==> src/rtl/irq_arb_pkg.sv <==
package irq_arb_pkg;

  // Decoded meaning of one register write.
  typedef enum logic [1:0] {
    WR_NONE     = 2'd0,
    WR_SRC_PRIO = 2'd1,
    WR_CUR_PRIO = 2'd2,
    WR_MODE     = 2'd3
  } wr_kind_e;

  // Address width that covers N_SRC source slots plus the two control slots.
  function automatic int addr_width(input int n_src);
    return $clog2(n_src + 2);
  endfunction

endpackage

==> src/rtl/irq_prio_regs.sv <==
module irq_prio_regs
  import irq_arb_pkg::*;
#(
  parameter int N_SRC  = 32,
  parameter int PRIO_W = 4,
  parameter int ADDR_W = 6
) (
  input  logic                           clk,
  input  logic                           rst_n,
  input  logic                           wr_en_i,
  input  logic [ADDR_W-1:0]              wr_addr_i,
  input  logic [PRIO_W-1:0]              wr_data_i,
  output logic [N_SRC-1:0][PRIO_W-1:0]   prio_o,
  output logic [PRIO_W-1:0]              cur_prio_o,
  output logic                           hw_mode_o
);

  localparam logic [ADDR_W-1:0] CUR_ADDR  = ADDR_W'(N_SRC);
  localparam logic [ADDR_W-1:0] MODE_ADDR = ADDR_W'(N_SRC + 1);

  wr_kind_e          wr_kind;
  logic [N_SRC-1:0]  src_sel;
  logic [PRIO_W-1:0] cur_prio_d;
  logic              cur_prio_en;
  logic              hw_mode_d;
  logic              hw_mode_en;

  // Write decode
  always_comb begin
    wr_kind = WR_NONE;
    if (wr_en_i) begin
      if (wr_addr_i < CUR_ADDR)       wr_kind = WR_SRC_PRIO;
      else if (wr_addr_i == CUR_ADDR) wr_kind = WR_CUR_PRIO;
      else if (wr_addr_i == MODE_ADDR) wr_kind = WR_MODE;
      else                            wr_kind = WR_NONE;
    end
  end

  // Per-source priority registers
  for (genvar g = 0; g < N_SRC; g++) begin : g_src
    logic              en;
    logic [PRIO_W-1:0] q;

    assign src_sel[g] = (wr_kind == WR_SRC_PRIO) && (wr_addr_i == ADDR_W'(g));
    assign en         = src_sel[g];

    always_ff @(posedge clk or negedge rst_n) begin
      if (!rst_n)  q <= '0;
      else if (en) q <= wr_data_i;
    end

    assign prio_o[g] = q;
  end

  // Current priority and mode: next state
  always_comb begin
    cur_prio_en = (wr_kind == WR_CUR_PRIO);
    cur_prio_d  = wr_data_i;
    hw_mode_en  = (wr_kind == WR_MODE);
    hw_mode_d   = wr_data_i[0];
  end

  // Current priority and mode: registers
  always_ff @(posedge clk or negedge rst_n) begin
    if (!rst_n) begin
      cur_prio_o <= '0;
      hw_mode_o  <= 1'b0;
    end else begin
      if (cur_prio_en) cur_prio_o <= cur_prio_d;
      if (hw_mode_en)  hw_mode_o  <= hw_mode_d;
    end
  end

  // at most one source priority slot loads on any cycle
  a_r9_one_slot: assert property (@(posedge clk) disable iff (!rst_n)
    $onehot0(src_sel));

  // a write beyond the mode slot leaves the control registers unchanged
  a_r9_unused_addr: assert property (@(posedge clk) disable iff (!rst_n)
    (wr_en_i && wr_addr_i > MODE_ADDR) |=> ($stable(cur_prio_o) && $stable(hw_mode_o)));

endmodule

==> src/rtl/irq_prio_select.sv <==
module irq_prio_select #(
  parameter int N_SRC  = 32,
  parameter int PRIO_W = 4,
  parameter int VEC_W  = 9
) (
  input  logic                         clk,
  input  logic                         rst_n,
  input  logic [N_SRC-1:0]             req_i,
  input  logic [N_SRC-1:0][PRIO_W-1:0] prio_i,
  output logic                         win_valid_o,
  output logic [PRIO_W-1:0]            win_prio_o,
  output logic [VEC_W-1:0]             win_vec_o
);

  logic [N_SRC-1:0]  eligible;
  logic [N_SRC-1:0]  top_set;
  logic [PRIO_W-1:0] top_prio;

  // Only asserted sources with nonzero priority compete
  for (genvar g = 0; g < N_SRC; g++) begin : g_elig
    assign eligible[g] = req_i[g] && (prio_i[g] != '0);
  end

  // Stage 1: highest priority among eligible sources
  always_comb begin
    top_prio = '0;
    for (int i = 0; i < N_SRC; i++) begin
      if (eligible[i] && (prio_i[i] > top_prio)) top_prio = prio_i[i];
    end
  end

  // Stage 2: all eligible sources sitting at that priority
  for (genvar g = 0; g < N_SRC; g++) begin : g_top
    assign top_set[g] = eligible[g] && (prio_i[g] == top_prio);
  end

  // Stage 3: lowest index wins among the top set
  always_comb begin
    win_vec_o = '0;
    for (int i = N_SRC - 1; i >= 0; i--) begin
      if (top_set[i]) win_vec_o = VEC_W'(i);
    end
  end

  assign win_valid_o = |eligible;
  assign win_prio_o  = top_prio;

  // Independent cross-check flags for the assertions below
  logic beaten_hi;
  logic beaten_tie;
  always_comb begin
    beaten_hi  = 1'b0;
    beaten_tie = 1'b0;
    for (int i = 0; i < N_SRC; i++) begin
      if (req_i[i] && (prio_i[i] != '0) && (prio_i[i] > win_prio_o)) beaten_hi = 1'b1;
      if (req_i[i] && (prio_i[i] != '0) && (prio_i[i] == win_prio_o) &&
          (VEC_W'(i) < win_vec_o)) beaten_tie = 1'b1;
    end
  end

  // no eligible source outranks the winner
  a_r2_highest: assert property (@(posedge clk) disable iff (!rst_n)
    win_valid_o |-> !beaten_hi);

  // no lower vector at the same priority is passed over
  a_r3_lowest_vec: assert property (@(posedge clk) disable iff (!rst_n)
    win_valid_o |-> !beaten_tie);

  // a valid winner never carries priority 0
  a_r5_zero_never_wins: assert property (@(posedge clk) disable iff (!rst_n)
    win_valid_o |-> (win_prio_o != '0));

  // no candidate means vector 0
  a_r6_idle_vec: assert property (@(posedge clk) disable iff (!rst_n)
    !win_valid_o |-> (win_vec_o == '0));

endmodule

==> src/rtl/irq_prio_out.sv <==
module irq_prio_out #(
  parameter int PRIO_W = 4,
  parameter int VEC_W  = 9
) (
  input  logic              clk,
  input  logic              rst_n,
  input  logic              win_valid_i,
  input  logic [PRIO_W-1:0] win_prio_i,
  input  logic [VEC_W-1:0]  win_vec_i,
  input  logic [PRIO_W-1:0] cur_prio_i,
  input  logic              hw_mode_i,
  output logic              irq_o,
  output logic [VEC_W-1:0]  ack_vec_o,
  output logic [VEC_W-1:0]  hw_vec_o
);

  logic             irq_d;
  logic [VEC_W-1:0] ack_vec_d;
  logic [VEC_W-1:0] hw_vec_d;
  logic             out_en;

  // Next state: strict preemption compare and vector gating
  always_comb begin
    out_en    = 1'b1;
    irq_d     = win_valid_i && (win_prio_i > cur_prio_i);
    ack_vec_d = win_valid_i ? win_vec_i : '0;
    hw_vec_d  = hw_mode_i ? ack_vec_d : '0;
  end

  // Output registers
  always_ff @(posedge clk or negedge rst_n) begin
    if (!rst_n) begin
      irq_o     <= 1'b0;
      ack_vec_o <= '0;
      hw_vec_o  <= '0;
    end else if (out_en) begin
      irq_o     <= irq_d;
      ack_vec_o <= ack_vec_d;
      hw_vec_o  <= hw_vec_d;
    end
  end

  // a winner not above the current priority leaves the line low
  a_r4_strict: assert property (@(posedge clk) disable iff (!rst_n)
    (win_valid_i && (win_prio_i <= cur_prio_i)) |=> !irq_o);

  // with nothing eligible every output goes idle
  a_r6_idle_out: assert property (@(posedge clk) disable iff (!rst_n)
    !win_valid_i |=> (!irq_o && (ack_vec_o == '0) && (hw_vec_o == '0)));

  // mode off forces the hardware vector to 0
  a_r8_hw_gate: assert property (@(posedge clk) disable iff (!rst_n)
    !hw_mode_i |=> (hw_vec_o == '0));

  // acknowledge vector tracks the winner even without an interrupt
  a_r10_ack_follows: assert property (@(posedge clk) disable iff (!rst_n)
    win_valid_i |=> (ack_vec_o == $past(win_vec_i)));

endmodule

==> src/rtl/irq_prio_arbiter.sv <==
module irq_prio_arbiter #(
  parameter int N_SRC  = 32,
  parameter int PRIO_W = 4,
  parameter int VEC_W  = 9,
  parameter int ADDR_W = irq_arb_pkg::addr_width(N_SRC)
) (
  input  logic              clk,
  input  logic              rst_n,
  input  logic [N_SRC-1:0]  req_i,
  input  logic              wr_en_i,
  input  logic [ADDR_W-1:0] wr_addr_i,
  input  logic [PRIO_W-1:0] wr_data_i,
  output logic              irq_o,
  output logic [VEC_W-1:0]  ack_vec_o,
  output logic [VEC_W-1:0]  hw_vec_o
);

  logic [N_SRC-1:0][PRIO_W-1:0] prio;
  logic [PRIO_W-1:0]            cur_prio;
  logic                         hw_mode;
  logic                         win_valid;
  logic [PRIO_W-1:0]            win_prio;
  logic [VEC_W-1:0]             win_vec;

  irq_prio_regs #(
    .N_SRC  (N_SRC),
    .PRIO_W (PRIO_W),
    .ADDR_W (ADDR_W)
  ) u_regs (
    .clk        (clk),
    .rst_n      (rst_n),
    .wr_en_i    (wr_en_i),
    .wr_addr_i  (wr_addr_i),
    .wr_data_i  (wr_data_i),
    .prio_o     (prio),
    .cur_prio_o (cur_prio),
    .hw_mode_o  (hw_mode)
  );

  irq_prio_select #(
    .N_SRC  (N_SRC),
    .PRIO_W (PRIO_W),
    .VEC_W  (VEC_W)
  ) u_select (
    .clk         (clk),
    .rst_n       (rst_n),
    .req_i       (req_i),
    .prio_i      (prio),
    .win_valid_o (win_valid),
    .win_prio_o  (win_prio),
    .win_vec_o   (win_vec)
  );

  irq_prio_out #(
    .PRIO_W (PRIO_W),
    .VEC_W  (VEC_W)
  ) u_out (
    .clk         (clk),
    .rst_n       (rst_n),
    .win_valid_i (win_valid),
    .win_prio_i  (win_prio),
    .win_vec_i   (win_vec),
    .cur_prio_i  (cur_prio),
    .hw_mode_i   (hw_mode),
    .irq_o       (irq_o),
    .ack_vec_o   (ack_vec_o),
    .hw_vec_o    (hw_vec_o)
  );

  // the interrupt line is low on the first cycle after reset release
  a_r1_reset_quiet: assert property (@(posedge clk) disable iff (!rst_n)
    $rose(rst_n) |-> !irq_o);

endmodule

==> config.mk <==
export PLATFORM = sky130hd
export DESIGN_NAME = irq_prio_arbiter
export DESIGN_NICKNAME = d
export VERILOG_FILES = /design/src/rtl/irq_arb_pkg.sv /design/src/rtl/irq_prio_regs.sv /design/src/rtl/irq_prio_select.sv /design/src/rtl/irq_prio_out.sv /design/src/rtl/irq_prio_arbiter.sv
export SDC_FILE = /design/constraint.sdc
export NUM_CORES = 1
export LEC_CHECK = 0
export ABC_AREA = 1
export CAP_MARGIN = 40
export CORE_MARGIN = 8
export CORE_UTILIZATION = 50
export CTS_BUF_LIST = sky130_fd_sc_hd__clkbuf_8
export CTS_CLUSTER_SIZE = 25
export DETAILED_ROUTE_END_ITERATION = 8
export GPL_ROUTABILITY_DRIVEN = 1
export PLACE_DENSITY_LB_ADDON = 0.12
export SYNTH_ARGS = -nofsm -noshare
export SYNTH_HDL_FRONTEND = slang
export SYNTH_SLANG_ARGS = --single-unit
==> constraint.sdc <==
create_clock -name clk -period 47.7 [get_ports clk]
set_input_delay 4.77 -clock clk [delete_from_list [all_inputs] [get_ports clk]]
set_output_delay 4.77 -clock clk [all_outputs]
set_load 0.01 [all_outputs]
* Word-level counts from Yosys, hierarchy flattened
Cells that the tools add are included.
** Cells by class
- $lt $le $gt $ge :: 34
- Equality and inequality tests :: 68
- Muxes and demuxes :: 70
- Reductions and logical operators :: 163
** Operators with widths (count)
- 5-bit two-way mux :: 33
- 1-bit logical AND :: 129
- 4-bit == test :: 32
- 4-bit greater-than comparator :: 32
- 4-bit two-way mux :: 32
- 4-bit nonzero test :: 32
- 6-bit by 5-bit == test with 1-bit output, second input constant :: 16
- 6-bit by 4-bit == test with 1-bit output, second input constant :: 8
- 32-bit OR reduction :: 1
- 6-bit by 3-bit == test with 1-bit output, second input constant :: 4
- 6-bit by 2-bit == test with 1-bit output, second input constant :: 2
- 6-bit == test, second input constant :: 2
- 9-bit two-way mux :: 1
- 2-bit two-way mux :: 4
- 6-bit by 1-bit == test with 1-bit output, second input constant :: 1
- 6-bit zero test :: 1
- 6-bit < comparator, second input constant :: 1
- 2-bit == test, second input constant :: 2
- 4-bit by 1-bit greater-than comparator with 1-bit output, second input constant :: 1
- 2-bit by 1-bit == test with 1-bit output, second input constant :: 1
** Word-level totals
- Bits in registers :: 152
- Bits of input ports :: 45
- Output and inout port bits :: 19
- Word-level logic and storage cells :: 372

* Logic depth before layout (Yosys ltp)
Gate-level depths: netlist of run 1.
- Depth in word-level cells :: 133
- Gate-level depth with buffers :: 301
- Depth with buffers taken out :: 301

* Hierarchy
Synthesis of run 1 repeated with hierarchy kept, for this count alone.
** Second synthesis, totals
- Cell total of the unflattened synthesis :: 2217
- Area total of the unflattened synthesis :: 14850.5 um2
** Modules (own cells, without submodules)
- irq_prio_select :: instances 1, cells each 1650, area an instance 9033.7 um2, seq. area each 0.0 um2
- irq_prio_regs :: instances 1, cells each 500, area an instance 5111.2 um2, seq. area each 3328.2 um2
- irq_prio_out :: instances 1, cells each 67, area an instance 705.7 um2, seq. area each 475.5 um2

* Worst setup path before layout of run 1
Ideal clock, no wire load.
- Kind :: input to register
- Start point :: input port req_i[0]
- End point :: register u_out.hw_vec_o[0]
- Library setup time :: 0.071 ns
- Arrival time :: 33.815 ns
- Required time :: 47.629 ns
- Path slack :: 13.813 ns
- Stages :: 283
- Buffers on the path :: 1
- Cells stage by stage :: nand2_1 -> inv_1 -> nand2_1 -> ha_1 -> nand2_1 -> nor2_1 -> nor2_4 -> nand2_2 -> nand2_1 -> o21ai_0 -> ha_1 -> inv_1 -> o21bai_1 -> inv_1 -> nand2_2 -> nand2_4 -> nand2_1 -> o21ai_0 -> [... 247 more ...] -> nand2_1 -> nand2_1 -> nand2_1 -> nand2_1 -> nand2_1 -> nand2_1 -> nand2_1 -> nand2_1 -> nand2_1 -> nand2_1 -> nand2_1 -> nand2_1 -> nand2_1 -> nand2_1 -> nand2_1 -> nand2_1 -> nand2_1 -> nor2_1
** On the way
- Cells in the longest elaborated chain, start to end :: 132
- Elaborated cells between the ends (all ways) :: 195
- Classes of those cells :: 31 x order compare; 32 x eq/ne; 66 x mux; 66 x reduce/logical
** RTL lines
- from (decl) :: RTL line irq_prio_arbiter.sv:9 : input logic [N_SRC-1:0] req_i,
- 1-bit logical AND (*)
- 1-bit logical AND :: RTL line irq_prio_select.sv:28 : if (eligible[i] && (prio_i[i] > top_prio)) top_prio = prio_i[i];
- 4-bit two-way mux :: RTL line irq_prio_select.sv:28
- 4-bit greater-than comparator :: RTL line irq_prio_select.sv:28
- 1-bit logical AND :: RTL line irq_prio_select.sv:28
- 4-bit two-way mux :: RTL line irq_prio_select.sv:28
- 4-bit greater-than comparator :: RTL line irq_prio_select.sv:28
- 1-bit logical AND :: RTL line irq_prio_select.sv:28
- [... 86 more ...]
- 1-bit logical AND :: RTL line irq_prio_select.sv:28
- 4-bit two-way mux :: RTL line irq_prio_select.sv:28
- 4-bit == test :: RTL line irq_prio_select.sv:34 : assign top_set[g] = eligible[g] && (prio_i[g] == top_prio);
- 1-bit logical AND :: RTL line irq_prio_select.sv:34
- 5-bit two-way mux (32 in series) :: RTL line irq_prio_select.sv:41 : if (top_set[i]) win_vec_o = VEC_W'(i);
- 5-bit two-way mux (*) :: RTL line irq_prio_out.sv:26 : ack_vec_d = win_valid_i ? win_vec_i : '0;
- 9-bit two-way mux (*) :: RTL line irq_prio_out.sv:27 : hw_vec_d = hw_mode_i ? ack_vec_d : '0;
- net u_out.hw_vec_d[0] :: RTL line irq_prio_out.sv:19 : logic [VEC_W-1:0] hw_vec_d;
- to (signal assigned) :: RTL line irq_prio_out.sv:39 : hw_vec_o <= hw_vec_d;
- to (decl) :: RTL line irq_prio_out.sv:14 : output logic [VEC_W-1:0] hw_vec_o
Mark *: on every way through the listed nets, which the timed path passes. The rest lies on a longest branch.
A chain may end at the register's enable or synchronous reset.

* Final worst setup path of run 1
Same ends and word-level chain as after synthesis.

==> out/results.ini, run 1 <==
[run_status]
status = complete, no violations

[timing]
fin_crit_sh = 0.836
fin_tns_setup_ns = 0
rsz0062_at_grt = false
period_needed_ns = 39.89
worstMarginPinSlew_ns = 0.928
max_freq_ghz = 0.0251
setup_viol = 0
clock_skew_ns = 0.0123
slew_headroom = 0.373
slew_viol_final = 0
final-hold-violation-count = 0

[floorplan]
rows = 62
initial_core_util = 0.503
io-pin-count = 64
die_h_um = 185
dieArea_mm2 = 0.0343
core_mm2 = 0.0285
fp.dieW_um = 185

[synthesis]
ys_ff_latch = 144
synth_flop_cell = dfrtp_1
ys_seq_area_frac = 0.252
syn_area_per_cell_um2 = 6.56
synth-async-reset-ratio = 1.00
synth_area_mm2 = 0.0143
synthDistinctLibCells = 39
synthCells = 2182
ys_warn_count = 0
synth-edff-count = 0

[routing]
post_drt_wl_per_cell_um = 15.7
route.vias.total = 14215
drtIter0Drc = 1056
drtPass1Iterations = 5
totalWireLength_mm = 41.5
remaining_drc_errors = 0
drtAntennaViolNets = 0
vias_per_cell = 5.39

[clocking]
cts_root_buf = clkbuf_8
clk_latency_ns = 0.46
postCtsSetupRepairBufs = 0
numCtsBuffers = 17
cts_resized = 0
cts_hold_buf = 0
clockBufferDepth = 2
clk_pin_slew_ns = 0.09
htreeDepth = 4
clkSinkCount = 144
cts_tree = yes

[final_layout]
layout_common_cells = nand2_1 (566), inv_1 (310), nand3_1 (284)
nNetsFinal = 2357
antenna_cells = 0
final_common_cell = nand2_1
syn_to_final_growth_pct = 10.0
drive_above_1_share = 0.0897

[place]
hpwl_mm = 31.1
port_buffers = 55
place_congestion = 0.912

[worst_setup_path]
reg2reg_from = u_regs.g_src[0].q[0]
cp_slowest_stage_delay_ns = 0.65
crit_path_end = u_out.hw_vec_o[0]
r2r-end = u_out.hw_vec_o[0]
required_ns = 48.04
path_class = input port to register
reg2regPathDepth = 267
critPathMaxFanout = 31
critPathLaunchType = input port
critPathSlowestCell = inv_2
r2r_slack_ns = 12.04
cpMostUsedCell = nand2_1
crit_path_end_kind = register
critical_path.startpoint = req_i[0]
crit_arrival_ns = 40.23

[global_route]
grt_pass1_wl_mm = 68.5
grt_max_degree = 71
grt_usage = 0.247
antenna_found_initial = 0
overflow = 0
grt_pass1_vias = 13720

[hold_path]
hold_class = register to register

[job]
max-cap-violations = 0

[sequential cells by signal, indices dropped and copies added (netlist names)]
signal and flops:
u_regs.g_src.q 128, u_out.irq_o 1, u_regs.hw_mode_o 1, u_regs.cur_prio_o 4, u_out.hw_vec_o 5, u_out.ack_vec_o 5
[per-layer routing]
| layer | wire length, um | GRT usage | vias to the layer above |
|---|---|---|---|
| met3 | 2170 | 0.0345 | 50 |
| li1 | - | - | 7272 |
| met2 | 19500 | 0.418 | 340 |
| met4 | 863 | 0.0755 | 0 |
| met1 | 19000 | 0.321 | 6553 |
| met5 | 0 | 0 | - |
[cells by family after synthesis]
logic type / share of synthesized area
AND/OR/NAND/NOR: 0.400
buffers and inverters: 0.0971
AO/OA/AOI/OAI: 0.135
flip-flops: 0.252
XOR/XNOR: 0.0520
adder cells (fa/ha/maj): 0.0630
other: 0.000262
[how the worst min path moves through the flow]
stage / startpoint / to / slack [ns] / depth (start not counted)
5_1_grt: u_regs.cur_prio_o[1] / u_regs.cur_prio_o[1] / 0.54 / 2
3_5_place_dp: u_regs.cur_prio_o[3] / u_regs.cur_prio_o[3] / 0.48 / 2
3_3_place_gp: u_regs.cur_prio_o[1] / u_regs.cur_prio_o[1] / 0.47 / 2
4_1_cts: u_regs.cur_prio_o[3] / u_regs.cur_prio_o[3] / 0.50 / 2
2_1_floorplan: u_regs.cur_prio_o[1] / u_regs.cur_prio_o[1] / 0.45 / 2
6_report: u_regs.cur_prio_o[3] / u_regs.cur_prio_o[3] / 0.50 / 2
[worst max-delay path: cells and delay by family]
| kind | cells | cell delay (ns) |
|---|---|---|
| buf+inv | 43 | 4.36 |
| simple gates | 146 | 13.37 |
| compound gates | 46 | 8.04 |
| fa+ha+maj | 31 | 9.66 |
[cell type report]
class                           instances  area [um2]
Inverter                              313        1170
Tap cell                              384         480
Multi-Input combinational cell       1693        9350
Fill cell                            2838       12700
Clock buffer                           18         248
Clock inverter                         14         205
Sequential cell                       144        3600
Timing Repair Buffer                   71         682
[synth_stat cells, types with 3 or more instances]
master	number	area, um2
nand2_1	568	2130
inv_1	311	1170
nand3_1	284	1420
o21ai_0	189	946
nor2_1	147	552
dfrtp_1	144	3600
xor2_1	85	744
ha_1	72	901
a21oi_1	46	230
nand2_2	33	206
o41ai_1	30	263
nand2_4	29	327
nor2_4	29	327
o21bai_1	29	218
nor2_2	28	175
nand3_2	27	270
nor3_1	25	125
o2111ai_1	24	210
clkbuf_1	17	63.8
nand4_1	16	100
buf_4	12	90.1
buf_2	7	35.0
nor4_1	7	43.8
a211oi_1	3	22.5
or2_2	3	18.8
[metrics by stage]
stage	worst slack [ns]	cells	hold slack [ns]	area (um2)	utilization
floorplan	13.81	2189	0.453	14300	-
global placement	8.11	2597	0.472	15200	0.534
detailed placement	7.53	2604	0.480	15300	0.537
CTS	7.90	2636	0.499	15700	0.553
global route	3.68	2637	0.535	15700	0.553
finish	7.81	2637	0.497	15700	0.553
Power of run 1 is left out: the tool's default activity adds up to more than one toggle a clock period on the data nets, which glitch-free logic cannot reach.
==> inputs of run 2 (changes only) <==
clock period = 36.5 ns   (was 47.7 ns; I/O delays follow)
==> out/results.ini, run 2 (same netlist as run 1, synthesis figures left out) <==
[routing]
totalWireLength_mm = 45.2  ; was 41.5 mm
remaining_drc_errors = 0  ; unchanged
drtAntennaViolNets = 0  ; unchanged
drtIter0Drc = 1148  ; was 1056
post_drt_wl_per_cell_um = 16.2  ; was 15.7 um
route.vias.total = 15105  ; was 14.2k
drtPass1Iterations = 6  ; was 5
vias_per_cell = 5.41  ; was 5.39

[worst_setup_path]
crit_arrival_ns = 34.60  ; was 40.23 ns
cp_slowest_stage_delay_ns = 0.49  ; was 0.65 ns
cpMostUsedCell = nand2_1  ; unchanged
path_class = input port to register  ; unchanged
crit_path_end_kind = register  ; unchanged
required_ns = 36.88  ; was 48.04 ns
critPathMaxFanout = 8  ; was 31
critPathLaunchType = input port  ; unchanged
critPathSlowestCell = clkdlybuf4s50_1  ; was inv_2

[place]
place_congestion = 0.950  ; was 0.912
hpwl_mm = 32.5  ; was 31.1 mm
dp_slack_ns = -0.747  ; was 7.53 ns
numPlacedInstances = 2694  ; was 2604
port_buffers = 55  ; unchanged

[final_layout]
largest_registers = u_regs.g_src.q (128), u_out.ack_vec_o (5), u_out.hw_vec_o (5)  ; unchanged
layout_common_cells = nand2_1 (530), inv_1 (302), nand3_1 (268)  ; was nand2_1 (566), inv_1 (310), nand3_1 (284)
syn_to_final_growth_pct = 23.4  ; was 10.0%
final_common_cell = nand2_1  ; unchanged
fin_util = 0.620  ; was 0.553
largest_register = u_regs.g_src.q  ; unchanged
layout.cells.non_filler = 2794  ; was 2637
drive_above_1_share = 0.199  ; was 0.0897
antenna_cells = 0  ; unchanged
largest_register_ffs = 128  ; unchanged
nNetsFinal = 2515  ; was 2357

[global_route]
overflow = 0  ; unchanged
antenna_found_initial = 0  ; unchanged
grt_max_degree = 69  ; was 71
grt_pass1_vias = 13907  ; was 13.7k
grt_pass1_wl_mm = 70.5  ; was 68.5 mm
grt_usage = 0.255  ; was 0.247

[floorplan]
initial_core_util = 0.503  ; unchanged
die_h_um = 185  ; unchanged
dieArea_mm2 = 0.0343  ; unchanged
fp.dieW_um = 185  ; unchanged
rows = 62  ; unchanged
core_mm2 = 0.0285  ; unchanged
io-pin-count = 64  ; unchanged

[clocking]
cts_tree = yes  ; unchanged
clkSinkCount = 144  ; unchanged
numCtsBuffers = 17  ; unchanged
cts_hold_buf = 0  ; unchanged
cts_root_buf = clkbuf_8  ; unchanged
htreeDepth = 4  ; unchanged
clockBufferDepth = 2  ; unchanged
clk_latency_ns = 0.46  ; about the same
clk_pin_slew_ns = 0.08  ; was 0.09 ns

[hold_path]
hold_class = register to register  ; unchanged

[timing]
worstMarginPinSlew_ns = 0.966  ; was 0.928 ns
worst_slack_ns = 2.28  ; was 7.81 ns
fin_tns_setup_ns = 0  ; unchanged
max_freq_ghz = 0.0292
period_needed_ns = 34.22
setup_viol = 0  ; unchanged
fin_crit_sh = 0.937
clock_skew_ns = 0.0168  ; was 0.0123 ns
final-hold-violation-count = 0  ; unchanged
slew_headroom = 0.348  ; was 0.373
slew_viol_final = 0  ; unchanged

[run_status]
status = complete, no violations  ; unchanged

[job]
max-cap-violations = 0  ; unchanged

==> run 2: path summary, 6_finish.rpt <==
| kind | start | end | slack [ns] | depth (start not counted) |
|---|---|---|---|---|
| min in group asynchronous | rst_n | u_regs.g_src[2].q[2] | 3.19 | 1 |
| worst min register to register | u_regs.cur_prio_o[3] | u_regs.cur_prio_o[3] | 0.50 | 2 |
| worst max-delay path | req_i[0] | u_out.hw_vec_o[0] | 2.28 | 262 |
| worst max register to register | u_regs.g_src[0].q[3] | u_out.hw_vec_o[0] | 5.32 | 263 |
| max in group asynchronous | rst_n | u_regs.g_src[10].q[1] | 32.09 | 3 |
| worst min-delay path | u_regs.cur_prio_o[3] | u_regs.cur_prio_o[3] | 0.50 | 2 |
==> run 2: per-stage QoR <==
stage	hold slack, ns	area [um2]
floorplan	0.453	14300
global placement	0.471	15900
detailed placement	0.479	16000
CTS	0.501	16400
global route	0.528	17700
finish	0.499	17700
==> run 2: worst max-delay path, delay by kind of cell <==
kind | cells | cell delay (ns)
xor gates and xnor gates | 1 | 0.12
buffers and inverters | 31 | 2.89
adders and majority gates | 31 | 9.15
AOI/OAI and AO/OA | 37 | 4.02
and+or+nand+nor | 162 | 14.63
==> run 2: cell type report <==
class | instances | area (um2)
fillers | 2637 | 10800
well taps | 384 | 480
inverters | 313 | 1180
multi-input cells | 1694 | 10100
clock inverters | 14 | 166
repair buffers | 228 | 1880
flip-flops and latches | 144 | 3600
clock buffers | 17 | 234
==> run 2: metal layers <==
layer,share of wire,up-vias,GRT usage
li1,-,7592,-
met1,0.45,7024,0.336
met2,0.48,427,0.440
met3,0.050,62,0.0220
met4,0.019,0,0.0733
met5,0,-,0
==> run 2: what timing repair did <==
action / 4_1_cts / 5_1_grt
cloned: 0 / 2
pin swaps: 0 / 138
setup buffers: 0 / 67
setup endpoints to repair: 7 / 11
resized for setup: 7 / 207
Power of run 2 is left out for the same reason.
==> inputs of run 3 (changes only) <==
CAP_MARGIN = not set   (was 40)
==> out/results.ini, run 3 (same netlist as run 1, synthesis figures left out) <==
[clocking]
clk_latency_ns = 0.47  ; was 0.46 ns
cts_tree = yes  ; unchanged
clkSinkCount = 144  ; unchanged
cts_root_buf = clkbuf_8  ; unchanged
cts_hold_buf = 0  ; unchanged
clockBufferDepth = 2  ; unchanged
clk_pin_slew_ns = 0.09  ; was 0.08 ns
numCtsBuffers = 17  ; unchanged
htreeDepth = 4  ; unchanged

[routing]
drtAntennaViolNets = 0  ; unchanged
drtIter0Drc = 1097  ; was 1148
post_drt_wl_per_cell_um = 16.1  ; was 16.2 um
remaining_drc_errors = 0  ; unchanged
route.vias.total = 15151  ; was 15.1k
drtPass1Iterations = 8  ; was 6
vias_per_cell = 5.42  ; was 5.41
totalWireLength_mm = 45.0  ; was 45.2 mm

[timing]
final-hold-violation-count = 0  ; unchanged
max_freq_ghz = 0.0292  ; about the same
fin_tns_setup_ns = 0  ; unchanged
period_needed_ns = 34.29  ; was 34.22 ns
slew_headroom = 0.229  ; was 0.348
worstMarginPinSlew_ns = 1.14  ; was 0.966 ns
clock_skew_ns = 0.0175  ; was 0.0168 ns
fin_crit_sh = 0.939  ; was 0.937
setup_viol = 0  ; unchanged
slew_viol_final = 0  ; unchanged

[final_layout]
final_common_cell = nand2_1  ; unchanged
antenna_cells = 0  ; unchanged
drive_above_1_share = 0.195  ; was 0.199
largest_register_ffs = 128  ; unchanged
syn_to_final_growth_pct = 22.8  ; was 23.4%
layout_common_cells = nand2_1 (533), inv_1 (307), nand3_1 (270)  ; was nand2_1 (530), inv_1 (302), nand3_1 (268)
n_fill_cell = 2646  ; was 2637
nNetsFinal = 2515  ; unchanged
fin_util = 0.617  ; was 0.620
final_area_mm2 = 0.0176  ; was 0.0177 mm2
largest_register = u_regs.g_src.q  ; unchanged
largest_registers = u_regs.g_src.q (128), u_out.ack_vec_o (5), u_out.hw_vec_o (5)  ; unchanged

[worst_setup_path]
required_ns = 36.84  ; was 36.88 ns
crit_arrival_ns = 34.62  ; was 34.60 ns
critPathMaxFanout = 8  ; unchanged
crit_buf_inv = 26  ; was 31
critPathSlowestCell = ha_1  ; was clkdlybuf4s50_1
critPathTopFamily = simple AND/OR/NAND/NOR gates  ; unchanged
critPathLaunchType = input port  ; unchanged
cp_slowest_stage_delay_ns = 0.34  ; was 0.49 ns
cpMostUsedCell = nand2_1  ; unchanged
crit_path_end_kind = register  ; unchanged
path_class = input port to register  ; unchanged

[place]
port_buffers = 55  ; unchanged
hpwl_mm = 32.7  ; was 32.5 mm
place_congestion = 0.950  ; unchanged
dpl_cell_area_mm2 = 0.0159  ; was 0.0160 mm2

[floorplan]
initial_core_util = 0.503  ; unchanged
die_h_um = 185  ; unchanged
core_mm2 = 0.0285  ; unchanged
rows = 62  ; unchanged
dieArea_mm2 = 0.0343  ; unchanged
fp.dieW_um = 185  ; unchanged
io-pin-count = 64  ; unchanged

[run_status]
status = complete, no violations  ; unchanged

[global_route]
antenna_found_initial = 0  ; unchanged
grt_pass1_wl_mm = 70.6  ; was 70.5 mm
grt_pass1_vias = 14099  ; was 13.9k
grt_max_degree = 78  ; was 69
grt_usage = 0.254  ; was 0.255
overflow = 0  ; unchanged

[job]
max-cap-violations = 0  ; unchanged

[hold_path]
hold_class = register to register  ; unchanged

run 3: metal layers:
layer / track usage / up-vias / routed length, um
met5: 0 / - / 0
met2: 0.444 / 418 / 22100
li1: - / 7596 / -
met1: 0.333 / 7079 / 20200
met3: 0.0218 / 58 / 2050
met4: 0.0647 / 0 / 740
run 3: tightest hold or removal path: cells and delay by family (launching register included):
kind / cells / cell delay, ns
DFF: 1 / 0.35
AOI/OAI and AO/OA: 1 / 0.06
and+or+nand+nor: 1 / 0.05
run 3: stage by stage:
stage,cells,hold slack (ns),worst slack [ns]
3_5_place_dp,2687,0.480,-0.818
3_3_place_gp,2687,0.471,0.0161
6_report,2794,0.496,2.21
2_1_floorplan,2189,0.453,3.73
4_1_cts,2718,0.503,0.0266
5_1_grt,2794,0.525,-0.388
run 3: final cells by class:
cell class / instances / area [um2] / area share
multi-input cells: 1693 / 10000 / 0.571
flip-flops and latches: 144 / 3600 / 0.205
repair buffers: 229 / 1890 / 0.108
inverters: 313 / 1180 / 0.0673
well taps: 384 / 480 / 0.0273
clock buffers: 17 / 234 / 0.0133
clock inverters: 14 / 143 / 0.00812
run 3: timing repair:
action / 4_1_cts / 5_1_grt
resized for setup: 8 / 191
gates cloned: 0 / 1
endpoints found under the setup margin: 10 / 11
pin swaps: 0 / 127
setup buffers: 0 / 75
run 3: final timing paths:
kind / start / end / slack, ns / cells past startpoint
min reg2reg: u_regs.cur_prio_o[3] / u_regs.cur_prio_o[3] / 0.50 / 2
max in group asynchronous: rst_n / u_regs.g_src[12].q[1] / 31.86 / 2
min in group asynchronous: rst_n / u_regs.g_src[14].q[0] / 3.19 / 1
max: req_i[0] / u_out.hw_vec_o[0] / 2.21 / 267
max reg2reg: u_regs.g_src[0].q[3] / u_out.hw_vec_o[0] / 4.81 / 269
min: u_regs.cur_prio_o[3] / u_regs.cur_prio_o[3] / 0.50 / 2
Power of run 3 is left out for the same reason.
